==> config.mk <==
export PLATFORM = sky130hd
export DESIGN_NAME = tick_timer_unit
export DESIGN_NICKNAME = d
export VERILOG_FILES = /design/src/rtl/tick_timer_pkg.sv /design/src/rtl/tick_count.sv /design/src/rtl/tick_compare.sv /design/src/rtl/tick_sint.sv /design/src/rtl/tick_timer_unit.sv
export SDC_FILE = /design/constraint.sdc
export NUM_CORES = 1
export LEC_CHECK = 0
export ABC_AREA = 1
export ABC_CLOCK_PERIOD_IN_PS = 2600
export BUFFER_PORTS_ARGS = -buffer_cell sky130_fd_sc_hd__buf_4
export CORE_ASPECT_RATIO = 0.6
export CORE_MARGIN = 10
export CORE_UTILIZATION = 44
export CTS_CLUSTER_DIAMETER = 30
export DETAILED_ROUTE_END_ITERATION = 8
export GPL_TIMING_DRIVEN = 0
export PLACE_DENSITY = 0.77
export SLEW_MARGIN = 20
export SYNTH_ARGS = -nofsm -noshare
export SYNTH_HDL_FRONTEND = slang
export SYNTH_SLANG_ARGS = --single-unit
==> constraint.sdc <==
create_clock -name clk -period 2.6 [get_ports clk]
set_input_delay 0.26 -clock clk [delete_from_list [all_inputs] [get_ports clk]]
set_output_delay 0.26 -clock clk [all_outputs]
set_load 0.03 [all_outputs]
==> src/rtl/tick_timer_pkg.sv <==
package tick_timer_pkg;

    // Role of one timer instance
    typedef enum logic [1:0] {
        KIND_TICK   = 2'd0,
        KIND_STICK  = 2'd1,
        KIND_HSTICK = 2'd2
    } tick_kind_e;

    // Register port selector codes
    localparam logic SEL_COUNT = 1'b0;
    localparam logic SEL_LIMIT = 1'b1;

    // Soft-interrupt bit positions decoded by the trap logic
    localparam int SINT_TIMER_BIT  = 0;
    localparam int SINT_STIMER_BIT = 16;

    // Decoded register-port action for one cycle
    typedef struct packed {
        logic wr_count;
        logic wr_limit;
    } reg_op_t;

    function automatic int sint_bit(tick_kind_e kind);
        return (kind == KIND_TICK) ? SINT_TIMER_BIT : SINT_STIMER_BIT;
    endfunction

endpackage

==> src/rtl/tick_count.sv <==
module tick_count #(
    parameter int CNT_W = 63
) (
    input  logic             clk,
    input  logic             rst,
    input  logic             load,
    input  logic [CNT_W-1:0] load_val,
    input  logic             load_flag,
    output logic [CNT_W-1:0] cnt_o,
    output logic             npt_o
);

    logic [CNT_W-1:0] cnt_q;
    logic             npt_q;

    always_ff @(posedge clk) begin
        if (rst) begin
            cnt_q <= '0;
            npt_q <= 1'b1;
        end else if (load) begin
            cnt_q <= load_val;
            npt_q <= load_flag;
        end else begin
            cnt_q <= cnt_q + CNT_W'(1);
        end
    end

    assign cnt_o = cnt_q;
    assign npt_o = npt_q;

endmodule

==> src/rtl/tick_compare.sv <==
module tick_compare #(
    parameter int CNT_W = 63
) (
    input  logic             clk,
    input  logic             rst,
    input  logic             wr,
    input  logic [CNT_W-1:0] wr_val,
    input  logic             wr_dis,
    input  logic [CNT_W-1:0] cnt_i,
    output logic [CNT_W-1:0] cmp_o,
    output logic             dis_o,
    output logic             fire_o
);

    logic [CNT_W-1:0] cmp_q;
    logic             dis_q;
    logic             armed_q;
    logic             due;

    // At-or-above test: a limit in the past or a count jump never loses a match
    assign due    = (cnt_i >= cmp_q);
    assign fire_o = armed_q && due;

    always_ff @(posedge clk) begin
        if (rst) begin
            cmp_q   <= '0;
            dis_q   <= 1'b1;
            armed_q <= 1'b0;
        end else if (wr) begin
            cmp_q   <= wr_val;
            dis_q   <= wr_dis;
            armed_q <= (wr_val != '0) && !wr_dis;
        end else if (fire_o) begin
            armed_q <= 1'b0;
        end
    end

    assign cmp_o = cmp_q;
    assign dis_o = dis_q;

endmodule

==> src/rtl/tick_sint.sv <==
module tick_sint #(
    parameter int SINT_W = 17,
    parameter int SET_BIT = 0
) (
    input  logic              clk,
    input  logic              rst,
    input  logic              set,
    input  logic              clr,
    input  logic [SINT_W-1:0] clr_mask,
    output logic [SINT_W-1:0] sint_o,
    output logic              wake_o
);

    logic [SINT_W-1:0] sint_q;
    logic              wake_q;

    for (genvar i = 0; i < SINT_W; i++) begin : g_bit
        if (i == SET_BIT) begin : g_live
            always_ff @(posedge clk) begin
                if (rst)                      sint_q[i] <= 1'b0;
                else if (set)                 sint_q[i] <= 1'b1;
                else if (clr && clr_mask[i])  sint_q[i] <= 1'b0;
            end
        end else begin : g_other
            always_ff @(posedge clk) begin
                if (rst)                      sint_q[i] <= 1'b0;
                else if (clr && clr_mask[i])  sint_q[i] <= 1'b0;
            end
        end
    end

    always_ff @(posedge clk) begin
        if (rst) wake_q <= 1'b0;
        else     wake_q <= set;
    end

    assign sint_o = sint_q;
    assign wake_o = wake_q;

endmodule

==> src/rtl/tick_timer_unit.sv <==
module tick_timer_unit
    import tick_timer_pkg::*;
#(
    parameter int         CNT_W  = 63,
    parameter int         SINT_W = 17,
    parameter tick_kind_e KIND   = KIND_TICK
) (
    input  logic              clk,
    input  logic              rst,
    input  logic              reg_wr,
    input  logic              reg_sel,
    input  logic [CNT_W:0]    reg_wdata,
    input  logic              reg_rsel,
    output logic [CNT_W:0]    reg_rdata,
    input  logic              sint_clr,
    input  logic [SINT_W-1:0] sint_clr_mask,
    output logic [SINT_W-1:0] sint_o,
    output logic              wake_o
);

    localparam int SBIT = sint_bit(KIND);

    reg_op_t          op;
    logic [CNT_W-1:0] cnt_q;
    logic             npt_q;
    logic [CNT_W-1:0] lim_val;
    logic             lim_dis;
    logic             fire;

    always_comb begin
        op.wr_count = reg_wr && (reg_sel == SEL_COUNT);
        op.wr_limit = reg_wr && (reg_sel == SEL_LIMIT);
    end

    tick_count #(.CNT_W(CNT_W)) u_count (
        .clk       (clk),
        .rst       (rst),
        .load      (op.wr_count),
        .load_val  (reg_wdata[CNT_W-1:0]),
        .load_flag (reg_wdata[CNT_W]),
        .cnt_o     (cnt_q),
        .npt_o     (npt_q)
    );

    tick_compare #(.CNT_W(CNT_W)) u_compare (
        .clk    (clk),
        .rst    (rst),
        .wr     (op.wr_limit),
        .wr_val (reg_wdata[CNT_W-1:0]),
        .wr_dis (reg_wdata[CNT_W]),
        .cnt_i  (cnt_q),
        .cmp_o  (lim_val),
        .dis_o  (lim_dis),
        .fire_o (fire)
    );

    tick_sint #(.SINT_W(SINT_W), .SET_BIT(SBIT)) u_sint (
        .clk      (clk),
        .rst      (rst),
        .set      (fire),
        .clr      (sint_clr),
        .clr_mask (sint_clr_mask),
        .sint_o   (sint_o),
        .wake_o   (wake_o)
    );

    assign reg_rdata = (reg_rsel == SEL_LIMIT) ? {lim_dis, lim_val} : {npt_q, cnt_q};

endmodule

Word level (Yosys, flattened, before mapping)
Cells that the tools add are included.
{ "totals": {"regBits": 131, "in_bits": 87, "out_inout_bits": 82, "word_cells": 25} }
{ "classes": {"n_addsub": 1, "magnitude_cmp": 1, "n_mux": 6, "bitwise_logic": 1, "n_reduce_logical": 9} }
{ "ops": {"columns": ["op", "n"], "rows": [
  ["2-to-1 mux 64 bit", 1],
  ["adder 63 x 1 -> 63 bit, second input constant", 1],
  ["greater-or-equal comparator 63 bit", 1],
  ["2-to-1 mux 63 bit", 1],
  ["nonzero test 63 bit", 1],
  ["logical AND 1 bit", 5],
  ["2-to-1 mux 1 bit", 4],
  ["nonzero test 2 bit", 2],
  ["logical NOT 1 bit", 1],
  ["NOT 1 bit", 1]
]} }

Longest topological paths before layout
Gate-level depths: netlist (run 1).
{ "logic_depth": {"ltp_word": 4, "mapped_depth": 14, "depth_no_buf": 14} }

By module
A second synthesis (run 1) with hierarchy kept.
{ "hier_totals": {"hier_cells": 1629, "area_unflattened_um2": 9801.9} }
{ "modules_own_cells": {"columns": ["mod", "n_inst", "cells_per_inst", "area_per_inst_um2", "seq_area_each_um2"], "rows": [
  ["tick_count", 1, 818, 4639.4, 1281.2],
  ["tick_compare", 1, 576, 4115.2, 1301.2],
  ["tick_timer_unit", 1, 210, 859.6, 0.0],
  ["tick_sint", 1, 25, 187.7, 40.0]
]} }

Worst setup path before layout (run 1)
No wires, ideal clock.
{ "synth_timing": {"path_kind": "in2out", "startpoint": "in reg_rsel", "endpoint": "out reg_rdata[53]", "arrival_ps": 1483, "required_time_ps": 2340, "setup_slack_ps": 857, "path_stages": 5, "path_buffers": 3, "path_cell_list": "clkbuf_1 > clkbuf_1 > buf_1 > nand2_1 > o21ai_0"} }
{ "synth_between": {"elab_chain_cells": 1} }
{ "synth_rtl": {"columns": ["item", "line_no", "text"], "rows": [
  ["start: declaration", "tick_timer_unit.sv:13", "input logic reg_rsel,"],
  ["2-to-1 mux 64 bit", "tick_timer_unit.sv:67", "assign reg_rdata = (reg_rsel == SEL_LIMIT) ? {lim_dis, lim_val} : {npt_q, cnt_q};"],
  ["end: declaration", "tick_timer_unit.sv:14", "output logic [CNT_W:0] reg_rdata,"]
]} }
No other way between the ends.

Worst setup path after layout (run 1)
{ "layout_timing": {"startpoint": "reg u_count.cnt_q[5] (netlist: u_count.cnt_o[5])", "endpoint": "reg u_count.cnt_q[53] (netlist: u_count.cnt_o[53])"} }
{ "layout_between": {"elab_chain_cells": 2} }
{ "layout_rtl": {"columns": ["item", "line_no", "text"], "rows": [
  ["start: declaration", "tick_count.sv:13", "logic [CNT_W-1:0] cnt_q;"],
  ["start signal: assignment", "tick_count.sv:21", "cnt_q <= load_val;"],
  ["start signal: assignment", "tick_count.sv:24", "cnt_q <= cnt_q + CNT_W'(1);"],
  ["adder 63 x 1 -> 63 bit", "tick_count.sv:24", null],
  ["2-to-1 mux 63 bit", "tick_count.sv:20", "end else if (load) begin"]
]} }
No other way between the ends.
A chain may end at the register's enable or synchronous reset.

==> out/summary.txt, run 1 <==
critical-path cell list - nand2_1, nor2_1, inv_2, nor2_1, nand2_1, nor2_1, nand3_1, nand2_1, nand3_1, o211ai_1, inv_1
CTS root buf - clkbuf_16
Setup-failing EPs final - 0
Final nets - 1785
design internal power - 3.99 mW
placed instance area - 10800 um2
# diodes - 0
Worst-Margin Slew - 0.896 ns
WL met1 - 19800 um
clock sink total - 131
Commonest cells post-synth - nand2_1, inv_1, o21ai_0
post-CTS setup buffer count - 0
CP max-delay cell - dfxtp_1
Hold Crit Class - primary input to flip-flop
buffers added on ports - 135
fin cells - 1926
period utilization - 0.983
Final Util - 0.541
Skew-Pair Late Insertion Delay - 0.44 ns
die area - 27700 um2
WL/cell - 22.4 um
r2r endpoint - u_count.cnt_o[53]
dpl cells - 1894
Final WS setup - 0.0443 ns
cell taking the most area after synthesis - dfxtp_1
Worst path max stage delay - 0.51 ns
share of the synthesized area in the top cell type - 0.280
post-synthesis cell type count - 42
total routing usage reported by global routing - 0.300
Post-CTS Hold Buffers - 0
unrepaired setup endpoints after global routing - false
clock tree buffer depth - 2
pwr dens - 543 nW/um2
Post-DRT Antenna Nets - 0
vias per cell - 5.69
share of cells above drive strength 1 - 0.141
first-pass GRT wire length - 62800 um
leakage power - 5.27 nW
met2 WL - 15800 um
synthesis-stage register bit count - 131
Final Max Slew Viols - 0
sequential share of power - 0.372
CTS buffer count - 17
final hold violation count - 0
area growth from synthesis to final layout - 21.1%
largest cells by area after synthesis - dfxtp_1, nand2_1, inv_1, ha_1, o21ai_0
Clk pwr share - 0.369
Worst slew margin - 0.402
most frequent cell after synthesis - nand2_1
Rows - 41
Mapped Area - 9370 um2
Avg Inst Size Synth - 6.40 um2
MaxCap Viol Count - 0
final RePlAce weighted congestion - 1.06
CTS tree - done
Worst Reg2Reg Path Length in Cells - 11
clk slew on worst S/H paths - 0.06 ns
ys flop type - dfxtp_1
post-synthesis sequential area ratio - 0.280
hpwl dp - 36000 um
worst-path maximum fanout - 6
initial core utilization - 0.447
Chip Width - 208 um
r2r startpoint - u_count.cnt_o[5]
pre-CTS WS - -0.0379 ns
highest clock rate - 391 MHz
number of vias in the routed layout - 10961
initial antenna violation count - 1
Comb pwr share - 0.258
Remaining DRCs - 0
Final Routed Wirelength - 43100 um
Final min period - 2.56 ns
CP endpoint - u_count.cnt_o[53]
Gate Count Post-Synth - 1465
Setup Skew - 0.0107 ns
crit path capture type - flip-flop
CTS HTree Levels - 4
Worst Path Required - 2.92 ns
core area - 21000 um2
vias in the first global route - 9889
Crit Path Category - flip-flop to flip-flop
crit path DAT - 2.88 ns
Synth Warn # - 0
r2r setup slk - 0.04 ns
Peak VDD IR - 437 uV
status - finished clean
Ports - 169
grt ovf - 0
design area - 11300 um2
Worst setup SP type - flip-flop
WL met3 - 6860 um
Post-synth ARST share - 0
DRT Pass-1 Iters - 5
max layer used - met5
DR iter-0 viols - 1409
height of the die - 133 um
Post-synth EDFFs - 0
Crit. Startpoint - u_count.cnt_o[5]
switching power - 2.17 mW
sw frac - 0.353
pin count of the biggest net entering global routing - 17
flip-flops by register name, indices dropped and copies added (netlist names):
name,count
u_count.cnt_o,63
u_compare.dis_o,1
u_sint.wake_o,1
u_count.npt_o,1
u_compare.cmp_o,63
u_compare.armed_q,1
u_sint.sint_o,1
power groups by stage:
stage / clock (mW) / combinational [mW] / sequential, mW
final: 2.27 / 1.59 / 2.29
after global routing: 2.38 / 1.72 / 2.31
after CTS: 2.28 / 1.54 / 2.28
after detailed placement: 0 / 1.53 / 2.33
after global placement: 0 / 1.50 / 2.32
after floorplan: 0 / 0.938 / 2.28
how the worst min path moves through the flow:
| stage | from | to | slack, ns | cells after the start |
|---|---|---|---|---|
| floorplan | rst | u_compare.armed_q | 0.33 | 1 |
| global placement | u_sint.sint_o[0] | u_sint.sint_o[0] | 0.46 | 2 |
| detailed placement | u_sint.sint_o[0] | u_sint.sint_o[0] | 0.46 | 2 |
| CTS | rst | u_compare.armed_q | 0.01 | 2 |
| global route | rst | u_compare.armed_q | 0.01 | 2 |
| finish | rst | u_compare.armed_q | 0.03 | 2 |
worst max-delay path, delay by kind of cell (launching register included):
family | cells | cell delay (ns)
buf+inv | 2 | 0.10
flops | 1 | 0.51
simple gates | 8 | 1.68
compound gates | 1 | 0.15
cell type report:
cell class / count / area (um2)
inverters: 249 / 935
well taps: 279 / 349
clock buffers: 24 / 492
multi-input cells: 1030 / 5540
fillers: 2102 / 9630
flip-flops and latches: 131 / 2620
plain buffers: 70 / 340
repair buffers: 135 / 1010
clock inverters: 8 / 52.6
routing by layer:
layer	up-vias	GRT usage
met5	-	0
met3	47	0.129
met2	735	0.380
li1	5122	-
met1	5055	0.446
met4	2	0.0605
stage by stage:
step	TNS [ns]	hold WS (ns)	power, mW
2_1_floorplan	0	0.329	3.22
3_3_place_gp	-0.0135	0.457	3.82
3_5_place_dp	-0.0919	0.463	3.86
4_1_cts	0	0.0126	6.11
5_1_grt	0	0.0140	6.40
6_report	0	0.0267	6.16
what timing repair did:
action / CTS / global route
endpoints found under the setup margin: 6 / 4
pin swaps: 0 / 1
resized for setup: 2 / 2
layout by cell type (no fill, tap or decap), types with 3 or more instances in the layout:
| cell type | netlist | routed |
|---|---|---|
| a21o_1 | 3 | 3 |
| o221ai_1 | 4 | 4 |
| inv_2 | 12 | 12 |
| clkbuf_1 | 42 | 44 |
| nor2_2 | 5 | 4 |
| nand3_1 | 86 | 86 |
| clkbuf_8 | 0 | 4 |
| nand2_1 | 282 | 282 |
| ha_1 | 64 | 64 |
| clkbuf_16 | 0 | 17 |
| o211ai_1 | 34 | 34 |
| buf_1 | 5 | 4 |
| nand3b_1 | 4 | 4 |
| or2_2 | 5 | 5 |
| clkinv_2 | 0 | 4 |
| o21ai_1 | 7 | 7 |
| o21ai_0 | 151 | 151 |
| nor3b_1 | 3 | 3 |
| nor2_4 | 5 | 6 |
| nor3_2 | 5 | 5 |
| nor4_1 | 13 | 13 |
| buf_4 | 16 | 151 |
| nor3_1 | 21 | 21 |
| nor2_1 | 132 | 132 |
| conb_1 | 1 | 16 |
| dfxtp_1 | 131 | 131 |
| buf_2 | 6 | 7 |
| inv_1 | 237 | 237 |
| xor2_1 | 19 | 19 |
| nand2_2 | 4 | 4 |
| nand4_1 | 37 | 37 |
| o21bai_1 | 8 | 8 |
| a21oi_1 | 108 | 107 |
cell families after synthesis:
family,after synthesis,synth area share
AO/OA/AOI/OAI,320,0.186
buffers and inverters,319,0.136
adder cells (fa/ha/maj),64,0.0854
AND/OR/NAND/NOR,609,0.293
XOR/XNOR,21,0.0196
flip-flops,131,0.280
other,1,0.000400
No activity file was read; power rests on OpenSTA's default activity.
==> run 2, diff against run 1 <==
- CTS_BUF_LIST: not set -> sky130_fd_sc_hd__clkbuf_8
==> out/summary.txt, run 2 (synthesized netlist as in run 1, its figures left out) <==
unrepaired setup endpoints after global routing - false
CP max-delay cell - dfxtp_1
total routing usage reported by global routing - 0.300 (-0.000633)
pin count of the biggest net entering global routing - 17 (unchanged)
Peak VDD IR - 378 uV (-14%)
DR iter-0 viols - 1550 (+10%)
Worst setup SP type - flip-flop
share of cells above drive strength 1 - 0.141 (about the same)
CTS tree - done
most frequent cells in the layout - nand2_1, inv_1, o21ai_0, buf_4, nor2_1
Worst Path Required - 2.99 ns (+0.07 ns)
number of vias in the routed layout - 10873 (-0.80%)
Post-DRT Antenna Nets - 0 (unchanged)
setup tns final - 0 ns (unchanged)
clk slew on worst S/H paths - 0.09 ns (+0.03 ns)
worst-path maximum fanout - 5 (-1)
core area - 21000 um2 (unchanged)
Final WS setup - 0.0601 ns (+0.0158 ns)
critical-path cell list - ha_1, inv_1, nor3_2, inv_2, nor3_4, nand3_1, nand2_1, nand3_1, o211ai_1, inv_1
CTS buffer count - 17 (unchanged)
CTS HTree Levels - 4 (unchanged)
MaxCap Viol Count - 0 (unchanged)
Hold WS - 0.0110 ns (-0.0157 ns)
grt ovf - 0 (unchanged)
Worst path max stage delay - 0.52 ns (about the same)
Remaining DRCs - 0 (unchanged)
Crit Path Category - flip-flop to flip-flop
Reg area - 2620 um2 (unchanged)
post-CTS setup buffer count - 0 (unchanged)
pwr dens - 495 nW/um2 (-8.8%)
CTS root buf - clkbuf_8
crit path DAT - 2.93 ns (+0.05 ns)
Final min period - 2.54 ns (-0.0158 ns)
period utilization - 0.977 (-0.00607)
Ports - 169 (unchanged)
multi-input logic area - 5540 um2 (unchanged)
final RePlAce weighted congestion - 1.06 (unchanged)
crit path capture type - flip-flop
Rows - 41 (unchanged)
Final Routed Wirelength - 43100 um (about the same)
area growth from synthesis to final layout - 19.2%
Final Max Slew Viols - 0 (unchanged)
initial core utilization - 0.447 (unchanged)
final hold violation count - 0 (unchanged)
WL/cell - 22.3 um (-0.15%)
hpwl dp - 36000 um (unchanged)
vias in the first global route - 9851 (-0.38%)
initial antenna violation count - 1 (unchanged)
Hold Crit Class - primary input to flip-flop
Worst-Margin Slew - 0.872 ns (-0.0242 ns)
Skew-Pair Late Insertion Delay - 0.50 ns (+0.06 ns)
# fillers - 2134 (+1.5%)
status - finished clean
clock sink total - 131 (unchanged)
vias per cell - 5.64 (-0.91%)
commonest non-fill, non-tap cell in the layout - nand2_1
highest clock rate - 394 MHz (+0.62%)
Worst slew margin - 0.419 (+0.0161)
pre-CTS WS - -0.0379 ns (unchanged)
design area - 11200 um2 (-1.6%)
DRT Pass-1 Iters - 5 (unchanged)
Setup-failing EPs final - 0 (unchanged)
Chip Width - 208 um (unchanged)
Final nets - 1786 (+0.056%)
placed instance area - 10800 um2 (unchanged)
buffers added on ports - 135 (unchanged)
height of the die - 133 um (unchanged)
clock tree buffer depth - 2 (unchanged)
die area - 27700 um2 (unchanged)
Setup Skew - 0.0166 ns (+0.00592 ns)
leakage power - 5.20 nW (-1.3%)
first-pass GRT wire length - 62600 um (-0.36%)
[run 2: cell count changes in the layout (fill, tap and decap cells not counted), sizes merged]
cell / delta
dlygate4sd3: +1
clkbuf: -3
diode: +1
inv: +3
[run 2: metal layers]
metal | share of wire | vias up | global-route usage
met5 | 0 | - | 0
li1 | - | 5109 | -
met3 | 0.16 | 32 | 0.120
met4 | 0.0072 | 0 | 0.0493
met2 | 0.37 | 743 | 0.384
met1 | 0.46 | 4989 | 0.450
[run 2: path summary, 6_finish.rpt]
kind                            slack, ns                end             start  cells past startpoint
worst max-delay path                 0.06  u_count.cnt_o[52]  u_count.cnt_o[0]                     10
worst max register to register       0.06  u_count.cnt_o[52]  u_count.cnt_o[0]                     10
worst min-delay path                 0.01  u_count.cnt_o[46]     reg_wdata[46]                      3
worst min register to register       0.48   u_sint.sint_o[0]  u_sint.sint_o[0]                      2
[run 2: layout make-up]
type                            count  area share
Inverter                          249      0.0837
Multi-Input combinational cell   1030       0.496
Sequential cell                   131       0.235
Antenna cell                        1    0.000224
Clock buffer                       21      0.0259
Timing Repair Buffer              136      0.0916
Buffer                             70      0.0305
Clock inverter                     11     0.00571
Tap cell                          279      0.0313
[run 2: what timing repair did]
action / CTS / global route
hold endpoints to repair: 1 / 0
hold buffers: 1 / 0
resized for setup: 2 / 2
endpoints found under the setup margin: 6 / 4
[run 2: power by group]
part           switching, mW  total, mW  internal, mW
Clock                  0.905       1.65         0.744
Combinational           1.06       1.59         0.525
Sequential             0.147       2.29          2.14
[run 2: through the flow]
step,power [mW],utilization,cells
2_1_floorplan,3.22,-,1480
3_3_place_gp,3.82,0.514,1894
3_5_place_dp,3.86,0.514,1894
4_1_cts,5.46,0.532,1927
5_1_grt,5.75,0.532,1927
6_report,5.53,0.532,1928
[run 2: critical path, delay by kind of cell (launching register included)]
family                     cells  cell delay (ns)
AOI/OAI and AO/OA              1             0.12
DFF                            1             0.52
buffers and inverters          3             0.35
adders and majority gates      1             0.36
and+or+nand+nor                5             1.08
